### config.mk
export PLATFORM = sky130hd
export DESIGN_NAME = muldiv_seq
export DESIGN_NICKNAME = d
export VERILOG_FILES = /design/src/rtl/muldiv_pkg.sv /design/src/rtl/md_sign_prep.sv /design/src/rtl/md_alu.sv /design/src/rtl/md_datapath.sv /design/src/rtl/muldiv_seq.sv
export SDC_FILE = /design/constraint.sdc
export NUM_CORES = 1
export LEC_CHECK = 0
export BUFFER_PORTS_ARGS = -buffer_cell sky130_fd_sc_hd__buf_4
export CORE_ASPECT_RATIO = 2
export CORE_UTILIZATION = 62
export CTS_BUF_LIST = sky130_fd_sc_hd__clkbuf_4
export DETAILED_ROUTE_END_ITERATION = 8
export HOLD_SLACK_MARGIN = 0.06
export PLACE_DENSITY = 0.95
export SYNTH_ARGS = -nofsm -noshare
export SYNTH_HDL_FRONTEND = slang
export SYNTH_SLANG_ARGS = --single-unit
### constraint.sdc
create_clock -name clk_i -period 4.8 [get_ports clk_i]
set_input_delay 0.24 -clock clk_i [delete_from_list [all_inputs] [get_ports clk_i]]
set_output_delay 0.24 -clock clk_i [all_outputs]
set_load 0.01 [all_outputs]
### src/rtl/muldiv_pkg.sv
package muldiv_pkg;
  typedef enum logic [1:0] {
    ST_IDLE = 2'd0,
    ST_RUN  = 2'd1,
    ST_FIX  = 2'd2
  } md_state_e;
endpackage

### src/rtl/md_sign_prep.sv
module md_sign_prep #(
  parameter int W = 32
) (
  input  logic         signed_i,
  input  logic         div_i,
  input  logic [W-1:0] a_i,
  input  logic [W-1:0] b_i,
  output logic [W-1:0] mag_a_o,
  output logic [W-1:0] mag_b_o,
  output logic         neg_main_o,
  output logic         neg_rem_o
);
  logic sa, sb;
  assign sa = signed_i & a_i[W-1];
  assign sb = signed_i & b_i[W-1];

  always_comb begin
    mag_a_o    = sa ? (~a_i + 1'b1) : a_i;
    mag_b_o    = sb ? (~b_i + 1'b1) : b_i;
    neg_main_o = sa ^ sb;             // product or quotient
    neg_rem_o  = div_i & sa;          // remainder follows dividend
  end
endmodule

### src/rtl/md_alu.sv
module md_alu #(
  parameter int W = 32
) (
  input  logic [W:0] x_i,
  input  logic [W:0] y_i,
  input  logic       sub_i,
  output logic [W:0] s_o,
  output logic       co_o
);
  logic [W+1:0] sum;
  always_comb begin
    sum  = {1'b0, x_i} + {1'b0, (sub_i ? ~y_i : y_i)} + {{(W+1){1'b0}}, sub_i};
    s_o  = sum[W:0];
    co_o = sum[W+1];
  end
endmodule

### src/rtl/md_datapath.sv
module md_datapath
  import muldiv_pkg::*;
#(
  parameter int W = 32
) (
  input  logic         clk_i,
  input  logic         rst_ni,
  input  logic         start_i,
  input  logic         op_div_i,
  input  logic [W-1:0] mag_a_i,
  input  logic [W-1:0] mag_b_i,
  input  logic         neg_main_i,
  input  logic         neg_rem_i,
  output logic         busy_o,
  output logic         fix_o,
  output logic         op_div_o,
  output logic         neg_main_o,
  output logic         neg_rem_o,
  output logic [W-1:0] raw_hi_o,
  output logic [W-1:0] raw_lo_o
);
  localparam int AW = 2*W + 1;
  localparam int CW = $clog2(W);
  localparam logic [CW-1:0] LAST = CW'(W-1);

  md_state_e     state_q;
  logic [AW-1:0] acc_q;
  logic [W-1:0]  opb_q;
  logic [CW-1:0] cnt_q;
  logic          op_div_q, neg_main_q, neg_rem_q;

  logic [W:0]    alu_x, alu_y, alu_s, keep;
  logic          alu_co;
  logic [AW-1:0] step_div, step_mul, load_val;

  // shared adder: add for multiply, subtract for divide
  always_comb begin
    if (op_div_q) begin
      alu_x = acc_q[AW-1:W];
      alu_y = {1'b0, opb_q};
    end else begin
      alu_x = {1'b0, acc_q[2*W-1:W]};
      alu_y = acc_q[0] ? {1'b0, opb_q} : '0;
    end
  end

  md_alu #(.W(W)) u_alu (
    .x_i  (alu_x),
    .y_i  (alu_y),
    .sub_i(op_div_q),
    .s_o  (alu_s),
    .co_o (alu_co)
  );

  always_comb begin
    // carry set means no borrow: trial result kept, quotient bit 1
    keep     = alu_co ? alu_s : alu_x;
    step_div = {keep[W-1:0], acc_q[W-1:0], alu_co};
    step_mul = {1'b0, alu_s, acc_q[W-1:1]};
    load_val = op_div_i ? {{W{1'b0}}, mag_a_i, 1'b0}
                        : {1'b0, {W{1'b0}}, mag_a_i};
  end

  always_ff @(posedge clk_i or negedge rst_ni) begin
    if (!rst_ni) begin
      state_q    <= ST_IDLE;
      acc_q      <= '0;
      opb_q      <= '0;
      cnt_q      <= '0;
      op_div_q   <= 1'b0;
      neg_main_q <= 1'b0;
      neg_rem_q  <= 1'b0;
    end else begin
      unique case (state_q)
        ST_IDLE: if (start_i) begin
          acc_q      <= load_val;
          opb_q      <= mag_b_i;
          op_div_q   <= op_div_i;
          neg_main_q <= neg_main_i;
          neg_rem_q  <= neg_rem_i;
          cnt_q      <= '0;
          state_q    <= ST_RUN;
        end
        ST_RUN: begin
          acc_q <= op_div_q ? step_div : step_mul;
          cnt_q <= cnt_q + 1'b1;
          if (cnt_q == LAST) state_q <= ST_FIX;
        end
        ST_FIX:  state_q <= ST_IDLE;
        default: state_q <= ST_IDLE;
      endcase
    end
  end

  always_comb begin
    busy_o     = (state_q != ST_IDLE);
    fix_o      = (state_q == ST_FIX);
    op_div_o   = op_div_q;
    neg_main_o = neg_main_q;
    neg_rem_o  = neg_rem_q;
    // divide: remainder sits one place too far left; drop that shift
    raw_hi_o   = op_div_q ? acc_q[AW-1:W+1] : acc_q[2*W-1:W];
    raw_lo_o   = acc_q[W-1:0];
  end

  AST_OPND_HOLD: assert property (@(posedge clk_i) disable iff (!rst_ni)
    (state_q == ST_RUN) |=> ($stable(opb_q) && $stable(op_div_q))) else $error("opnd");
  AST_MUL_EXT_ZERO: assert property (@(posedge clk_i) disable iff (!rst_ni)
    (state_q != ST_IDLE && !op_div_q) |-> !acc_q[AW-1]) else $error("mul ext");
  AST_DIV_REM_BOUND: assert property (@(posedge clk_i) disable iff (!rst_ni)
    (fix_o && op_div_q && opb_q != '0) |-> (raw_hi_o < opb_q)) else $error("rem");
  AST_DIV_ZERO_ONES: assert property (@(posedge clk_i) disable iff (!rst_ni)
    (fix_o && op_div_q && opb_q == '0) |-> (raw_lo_o == '1)) else $error("divz");
endmodule

### src/rtl/muldiv_seq.sv
module muldiv_seq #(
  parameter int W = 32
) (
  input  logic         clk_i,
  input  logic         rst_ni,
  input  logic         start_i,
  input  logic         op_div_i,
  input  logic         op_signed_i,
  input  logic [W-1:0] a_i,
  input  logic [W-1:0] b_i,
  output logic         busy_o,
  output logic         done_o,
  output logic [W-1:0] hi_o,
  output logic [W-1:0] lo_o
);
  logic [W-1:0]   mag_a, mag_b, raw_hi, raw_lo, fin_hi, fin_lo;
  logic           neg_main_in, neg_rem_in, neg_main, neg_rem;
  logic           fix, op_div, busy;
  logic [2*W-1:0] prod;
  logic [W-1:0]   hi_q, lo_q;
  logic           done_q;

  md_sign_prep #(.W(W)) u_prep (
    .signed_i  (op_signed_i),
    .div_i     (op_div_i),
    .a_i       (a_i),
    .b_i       (b_i),
    .mag_a_o   (mag_a),
    .mag_b_o   (mag_b),
    .neg_main_o(neg_main_in),
    .neg_rem_o (neg_rem_in)
  );

  md_datapath #(.W(W)) u_dp (
    .clk_i     (clk_i),
    .rst_ni    (rst_ni),
    .start_i   (start_i),
    .op_div_i  (op_div_i),
    .mag_a_i   (mag_a),
    .mag_b_i   (mag_b),
    .neg_main_i(neg_main_in),
    .neg_rem_i (neg_rem_in),
    .busy_o    (busy),
    .fix_o     (fix),
    .op_div_o  (op_div),
    .neg_main_o(neg_main),
    .neg_rem_o (neg_rem),
    .raw_hi_o  (raw_hi),
    .raw_lo_o  (raw_lo)
  );

  always_comb begin
    prod = {raw_hi, raw_lo};
    if (neg_main) prod = ~prod + 1'b1;
    if (op_div) begin
      fin_lo = neg_main ? (~raw_lo + 1'b1) : raw_lo;
      fin_hi = neg_rem  ? (~raw_hi + 1'b1) : raw_hi;
    end else begin
      fin_hi = prod[2*W-1:W];
      fin_lo = prod[W-1:0];
    end
  end

  always_ff @(posedge clk_i or negedge rst_ni) begin
    if (!rst_ni) begin
      hi_q   <= '0;
      lo_q   <= '0;
      done_q <= 1'b0;
    end else begin
      done_q <= fix;
      if (fix) begin
        hi_q <= fin_hi;
        lo_q <= fin_lo;
      end
    end
  end

  assign busy_o = busy;
  assign done_o = done_q;
  assign hi_o   = hi_q;
  assign lo_o   = lo_q;

  AST_DONE_PULSE: assert property (@(posedge clk_i) disable iff (!rst_ni)
    done_o |=> !done_o) else $error("done pulse");
  AST_DONE_AT_FALL: assert property (@(posedge clk_i) disable iff (!rst_ni)
    $fell(busy_o) |-> done_o) else $error("done fall");
  AST_OUT_HOLD: assert property (@(posedge clk_i) disable iff (!rst_ni)
    !done_o |-> ($stable(hi_o) && $stable(lo_o))) else $error("hold");
endmodule

==> results of run 1 <==
[synthesized netlist by cell type (7+ instances only)]
| library cell | count | area share (%) |
|---|---|---|
| mux2i_1 | 65 | 4.7 |
| buf_2 | 16 | 0.58 |
| and2_1 | 14 | 0.64 |
| nor3_1 | 36 | 1.3 |
| mux2_2 | 9 | 0.74 |
| nand2_1 | 276 | 7.5 |
| dfrtp_1 | 172 | 31 |
| a22oi_1 | 9 | 0.49 |
| inv_1 | 26 | 0.71 |
| ha_1 | 38 | 3.5 |
| a31oi_1 | 19 | 0.86 |
| o221ai_1 | 25 | 1.6 |
| xnor2_1 | 69 | 4.4 |
| o211ai_1 | 15 | 0.82 |
| clkbuf_1 | 95 | 2.6 |
| nand3_1 | 36 | 1.3 |
| nand2b_1 | 16 | 0.73 |
| xor2_1 | 83 | 5.3 |
| o41ai_1 | 9 | 0.57 |
| nor4_1 | 13 | 0.59 |
| or3_1 | 14 | 0.64 |
| buf_1 | 12 | 0.33 |
| and3_1 | 17 | 0.77 |
| a211oi_1 | 25 | 1.4 |
| a21o_1 | 9 | 0.49 |
| o21ai_0 | 211 | 7.7 |
| o31ai_1 | 29 | 1.6 |
| o21ai_1 | 21 | 0.76 |
| nor2_1 | 119 | 3.2 |
| a21oi_1 | 121 | 4.4 |
| nor2b_1 | 13 | 0.59 |
| o21a_1 | 7 | 0.38 |
| nand4_1 | 12 | 0.55 |
[flip-flops by register name (all words and copies together) (netlist names)]
name,count
u_dp.acc_q,65
done_o,1
u_dp.opb_q,32
u_dp.neg_rem_o,1
hi_o,32
lo_o,32
u_dp.state_q,2
u_dp.neg_main_o,1
u_dp.op_div_o,1
u_dp.cnt_q,5
[cell type report]
type	count	area, µm²
Inverter	26	97.59
Tap cell	273	341.6
Clock buffer	18	135.1
Sequential cell	172	4308
Antenna cell	1	2.502
Multi-Input combinational cell	1420	8768
Clock inverter	13	160.2
Timing Repair Buffer	200	1623
Fill cell	1646	6245
[metal layers]
metal	up-vias	global-route usage [%]	part of all wire (%)
li1	6437	-	-
met1	6639	40.63	33
met2	911	69.30	50
met3	332	8.798	7.7
met4	0	38.64	10
met5	-	0	0
[per-stage QoR]
step,hold WS (ns),cell area [µm²]
4_1_cts,0.06277,15430
5_1_grt,0.07696,15440
3_5_place_dp,0.1959,14670
3_3_place_gp,0.1865,14670
2_1_floorplan,-0.05559,13750
6_report,0.09030,15440
[cell families after synthesis]
| family | Yosys count |
|---|---|
| buf+inv | 160 |
| fa+ha+maj | 39 |
| simple gates | 605 |
| mux | 74 |
| xor+xnor | 152 |
| flops | 172 |
| compound gates | 550 |
[power groups by stage]
stage                     Sequential [µW]  Clock (µW)  Combinational [µW]
final                                3120         890                7720
after global routing                 3150         947                8410
after CTS                            3020         885                7530
after detailed placement             3060           0                7420
after global placement               3020           0                7220
after floorplan                      2480           0                5860
[worst paths after layout]
path | from | endpoint | slack (ns) | depth (start not counted)
min | rst_ni | u_dp.acc_q[57]$_DFFE_PN0P_ | 0.09 | 2
min in group clk_i | a_i[11] | u_dp.acc_q[11]$_DFFE_PN0P_ | 0.09 | 4
min reg2reg | hi_o[11]$_DFFE_PN0P_ | hi_o[11]$_DFFE_PN0P_ | 0.50 | 2
max reg2reg | u_dp.op_div_o$_DFFE_PN0P_ | u_dp.acc_q[62]$_DFFE_PN0P_ | 0.68 | 12
max | u_dp.op_div_o$_DFFE_PN0P_ | u_dp.acc_q[62]$_DFFE_PN0P_ | 0.68 | 12
max in group asynchronous | rst_ni | u_dp.op_div_o$_DFFE_PN0P_ | 3.31 | 3
[cells in the final DEF (no fill, tap or decap), types with 7 or more instances in the layout]
cell type      count
a211oi_1          25
a21o_1             9
a21oi_1          121
a22oi_1            9
a31oi_1           19
and2_1            14
and3_1            17
buf_4            152
clkbuf_4          18
dfrtp_1          171
dlygate4sd3_1     47
ha_1              38
inv_1             26
mux2_2             9
mux2i_1           65
nand2_1          275
nand2b_1          15
nand3_1           36
nand4_1           12
nor2_1           118
nor2b_1           12
nor3_1            36
nor4_1            13
o211ai_1          15
o21a_1             7
o21ai_0          211
o21ai_1           21
o221ai_1          25
o31ai_1           29
o41ai_1            9
or3_1             14
xnor2_1           69
xor2_1            83
[worst reg2reg max path: cells and delay by family (launching register included)]
family / cells / cell delay [ns]
flops: 1 / 0.63
simple gates: 5 / 1.37
buf+inv: 3 / 0.78
compound gates: 3 / 0.75
fa+ha+maj: 1 / 0.49
[repair_timing]
action	4_1_cts	5_1_grt
gates resized for setup	0	0
hold endpoints to repair	79	0
hold buffers	47	0
==> results.ini, run 1 <==
[status]
status=complete, no violations

[synth]
synth_nets=1860
avgSynthCellArea_um2=7.851
syn_inst=1752
synthMuxAreaShare_pct=5.467
synth_flop_cell=dfrtp_1
yosys.area_share.adder_pct=3.602
synth-edff-count=0
async_reset_ff_share_pct=100.0
yosysWarnings=0
synth_top_family_by_area=compound AO/OA/AOI/OAI gates
synth_compound_area_share_pct=24.29
synth-seq-cells=172
netlist_area_um2=13750
synthDistinctLibCells=84
synthSimpleGateAreaFrac_pct=20.57
ys_seq_area_share_pct=31.29
synthXorXnorAreaFrac_pct=9.679

[worst_setup_path]
path_buf_inv=3
crit_required_ns=5.31
crit_family=simple AND/OR/NAND/NOR gates
arrival_ns=4.63
path_cells=inv_1 > buf_4 > o21ai_0 > ha_1 > nand3_1 > nor4b_1 > and3_1 > a21bo_2 > nand4_1 > buf_4 > nor2_1 > o41ai_1
crit_path_start_kind=register
slowest_stage=dfrtp_4
path_class=reg -> reg
crit_top_cell=buf_4
cp-end-kind=register
critPathMaxStageDelay_ns=0.63
cp_max_fo=40

[placed_design]
dp_worst_setup_slack_ns=0.7312
hpwl_mm=33.28
place.gp.congestion=1.012
numPortBuffers=134
dp_cells=2044

[sta]
layout_setup_ws_ns=0.6792
period_needed_ns=4.121
tns_ns=0
drv_slew=0
setup_viol=0
relSlewSlack_pct=19.53
finalHoldViolCount=0
timing.final.crit_share_pct=85.85
worstMarginPinSlew_ns=1.203
max_freq_mhz=242.7
skew_ns=0.03924
grt_setup_unrepaired=no

[die]
coreArea_um2=21680
initial_core_util_pct=63.44
io_pins=135
dieArea_um2=22820
dieWidth_um=107.3
rows=76
die_h_um=212.6

[route]
via_per_inst=6.745
routed_wl_mm=46.09
wire_per_inst_um=21.71
vias=14320
ant_nets=0
dr.pass1.iters=6
drc=0
drt-initial-drc-count=1359

[cts]
clockBufferDepth=2
cts_made_buffers=17
post_cts_buffers=0
htreeDepth=4
clk_pin_slew_ns=0.13
clk_latency_ns=0.64
cts_tree=done
root_buffer=clkbuf_4
clock_sinks=172

[power_and_ir_drop]
power.density_nw_per_um2=759.9
ir_worst_vdd_mv=0.5119
p_switching_uw=6364
p_leak_uw=0.006453
power.total_uw=11730
swShare_pct=54.25
p_seq_share_pct=26.6
p_int_uw=5366
combPwrFrac_pct=65.8
power_frac_clock_pct=7.6

[final_layout]
utilization_pct=71.20
area_delta_synth_final_pct=12.23
drive_above_1_share_pct=12.11
finalNonFillerCells=2123
nets=1945

[global_routing]
grt_usage_pct=40.84
grt_pass1_wl_mm=71.30
grt_overflow=0
antenna_found_initial=2
grt_max_degree=89
grt_pass1_vias=13920

[min_path]
holdCritPathClass=in -> async

[flow_run]
max-cap-violations=0

Note: power is estimated with default switching activity, not from simulation.
==> run 2, diff against run 1 <==
Settings changed: CELL_PAD_IN_SITES_DETAIL_PLACEMENT set to 0, CELL_PAD_IN_SITES_GLOBAL_PLACEMENT set to 1, CORE_ASPECT_RATIO 2 to unset, CORE_UTILIZATION 62 to 46.
==> run 2 against run 1 <==
Worst hold slack improved by 0.00090 ns. Clock power increased by 9.4%. Sequential power is 3% lower. Critical path type unchanged. Largest cell class unchanged. Largest power group unchanged. Highest routed layer unchanged.
==> results.ini, run 2 (synthesis results as in run 1) <==
[status]
status=complete, no violations

[final_layout]
top_register=u_dp.acc_q
final_cell_mix=275 x nand2_1, 211 x o21ai_0, 171 x dfrtp_1
nets=1955  ; +0.51%
largest_reg_flops=65  ; unchanged
stdcell_area_um2=15700  ; +1.7%
area_delta_synth_final_pct=14.15
drive_above_1_share_pct=12.58  ; +0.47 points
final_common_cell=nand2_1

[die]
rows=62  ; -18%
initial_core_util_pct=47.28  ; -16 points
die_h_um=174.9  ; -18%
dieWidth_um=174.9  ; +63%
coreArea_um2=29090  ; +34%
dieArea_um2=30600  ; +34%
io_pins=135  ; unchanged

[worst_setup_path]
path_class=reg -> reg
crit_path_start_kind=register
crit_required_ns=5.30  ; about the same
arrival_ns=4.46  ; -0.17 ns
rrSetupSlack_ns=0.84  ; +0.16 ns
cp-end-kind=register
cp_max_fo=30  ; -25%

[sta]
timing.final.crit_share_pct=82.51  ; -3.3 points
drv_slew=0  ; unchanged
skew_ns=0.03642  ; -0.002824 ns
max_freq_mhz=252.5  ; +4.0%
relSlewSlack_pct=40.47  ; +21 points
worstMarginPinSlew_ns=0.8898  ; -0.3129 ns
tns_ns=0  ; unchanged
grt_setup_unrepaired=no
hold_slack_ns=0.09120  ; +0.0009043 ns
period_needed_ns=3.960  ; -0.1604 ns
setup_viol=0  ; unchanged
finalHoldViolCount=0  ; unchanged

[global_routing]
grt_overflow=0  ; unchanged
grt_pass1_vias=12210  ; -12%
grt_pass1_wl_mm=65.86  ; -7.6%
grt_max_degree=83  ; -6.7%
antenna_found_initial=1  ; -1
grt_usage_pct=26.98  ; -14 points

[power_and_ir_drop]
p_leak_uw=0.006519  ; +1.0%
power.density_nw_per_um2=746.0  ; -1.8%
ir_worst_vdd_mv=0.3083  ; -40%
power.total_uw=11710  ; -0.14%

[cts]
cts_tree=done
clk_latency_ns=0.62  ; -0.02 ns
root_buffer=clkbuf_4
clk_pin_slew_ns=0.17  ; +0.04 ns
clock_sinks=172  ; unchanged
htreeDepth=4  ; unchanged
clockBufferDepth=2  ; unchanged
cts_made_buffers=17  ; unchanged
post_cts_buffers=0  ; unchanged

[route]
via_per_inst=5.911  ; -12%
routed_wl_mm=41.22  ; -11%
drc=0  ; unchanged
drt-initial-drc-count=1383  ; +1.8%
dr.pass1.iters=6  ; unchanged
vias=13270  ; -7.3%
ant_nets=0  ; unchanged
wire_per_inst_um=18.36  ; -15%

[placed_design]
place.gp.congestion=0.9666  ; -4.5%
place_area_um2=14870  ; +1.4%
numPortBuffers=134  ; unchanged
hpwl_mm=30.70  ; -7.8%

[min_path]
holdCritPathClass=in -> reg

[flow_run]
max-cap-violations=0  ; unchanged

## run 2: routing by layer
metal / track usage, % / up-vias / part of all wire [%]
met2: 39.88 / 546 / 43
met1: 40.56 / 6196 / 47
met4: 7.391 / 0 / 2.1
met3: 4.091 / 60 / 7.9
met5: 0 / - / 0
li1: - / 6468 / -
## run 2: final timing paths
check                                     startpoint                          to  cells past startpoint
max                        u_dp.op_div_o$_DFFE_PN0P_  u_dp.acc_q[62]$_DFFE_PN0P_                     12
min                                           a_i[0]   u_dp.acc_q[1]$_DFFE_PN0P_                      5
max reg2reg                u_dp.op_div_o$_DFFE_PN0P_  u_dp.acc_q[62]$_DFFE_PN0P_                     12
min reg2reg                u_dp.cnt_q[3]$_DFFE_PN0P_   u_dp.cnt_q[3]$_DFFE_PN0P_                      1
max in group asynchronous                     rst_ni        hi_o[12]$_DFFE_PN0P_                      3
min in group asynchronous                     rst_ni  u_dp.acc_q[14]$_DFFE_PN0P_                      2
## run 2: stage by stage
step	instances	util (%)	worst slack, ns
floorplan	1752	-	0.7545
global placement	2163	51.11	1.037
detailed placement	2163	51.11	0.9477
CTS	2244	53.97	0.8978
global route	2245	53.97	0.5303
finish	2245	53.97	0.8396
## run 2: repair_timing
| item | in CTS | in global routing |
|---|---|---|
| resized for setup | 0 | 0 |
| endpoints found under the hold margin | 107 | 0 |
| endpoints found under the setup margin | 0 | 0 |
| hold buffers | 49 | 0 |
## run 2: layout make-up
| type | count | area (µm²) |
|---|---|---|
| well taps | 384 | 480.5 |
| flip-flops and latches | 172 | 4308 |
| inverters | 26 | 97.59 |
| repair buffers | 210 | 1703 |
| clock inverters | 15 | 211.5 |
| fillers | 2774 | 13390 |
| diodes | 1 | 2.502 |
| clock buffers | 17 | 127.6 |
| multi-input cells | 1420 | 8771 |
## run 2: where the power goes
part / total (µW) / internal (µW) / switching (µW)
clock: 974 / 303 / 671
sequential: 3030 / 2010 / 1030
combinational: 7710 / 3100 / 4610
total: 11700 / 5410 / 6300
## run 2: critical path, stage by stage, from the launching register on
cell and delay [ns]:
dfrtp_4 0.60, nor2_2 0.13, buf_4 0.32, nand2_1 0.09, o21ai_0 0.08, ha_1 0.36, a21oi_1 0.22, o21ai_0 0.22
a311o_1 0.46, o21ai_1 0.23, a31o_2 0.61, nor3_1 0.13, o41ai_1 0.37
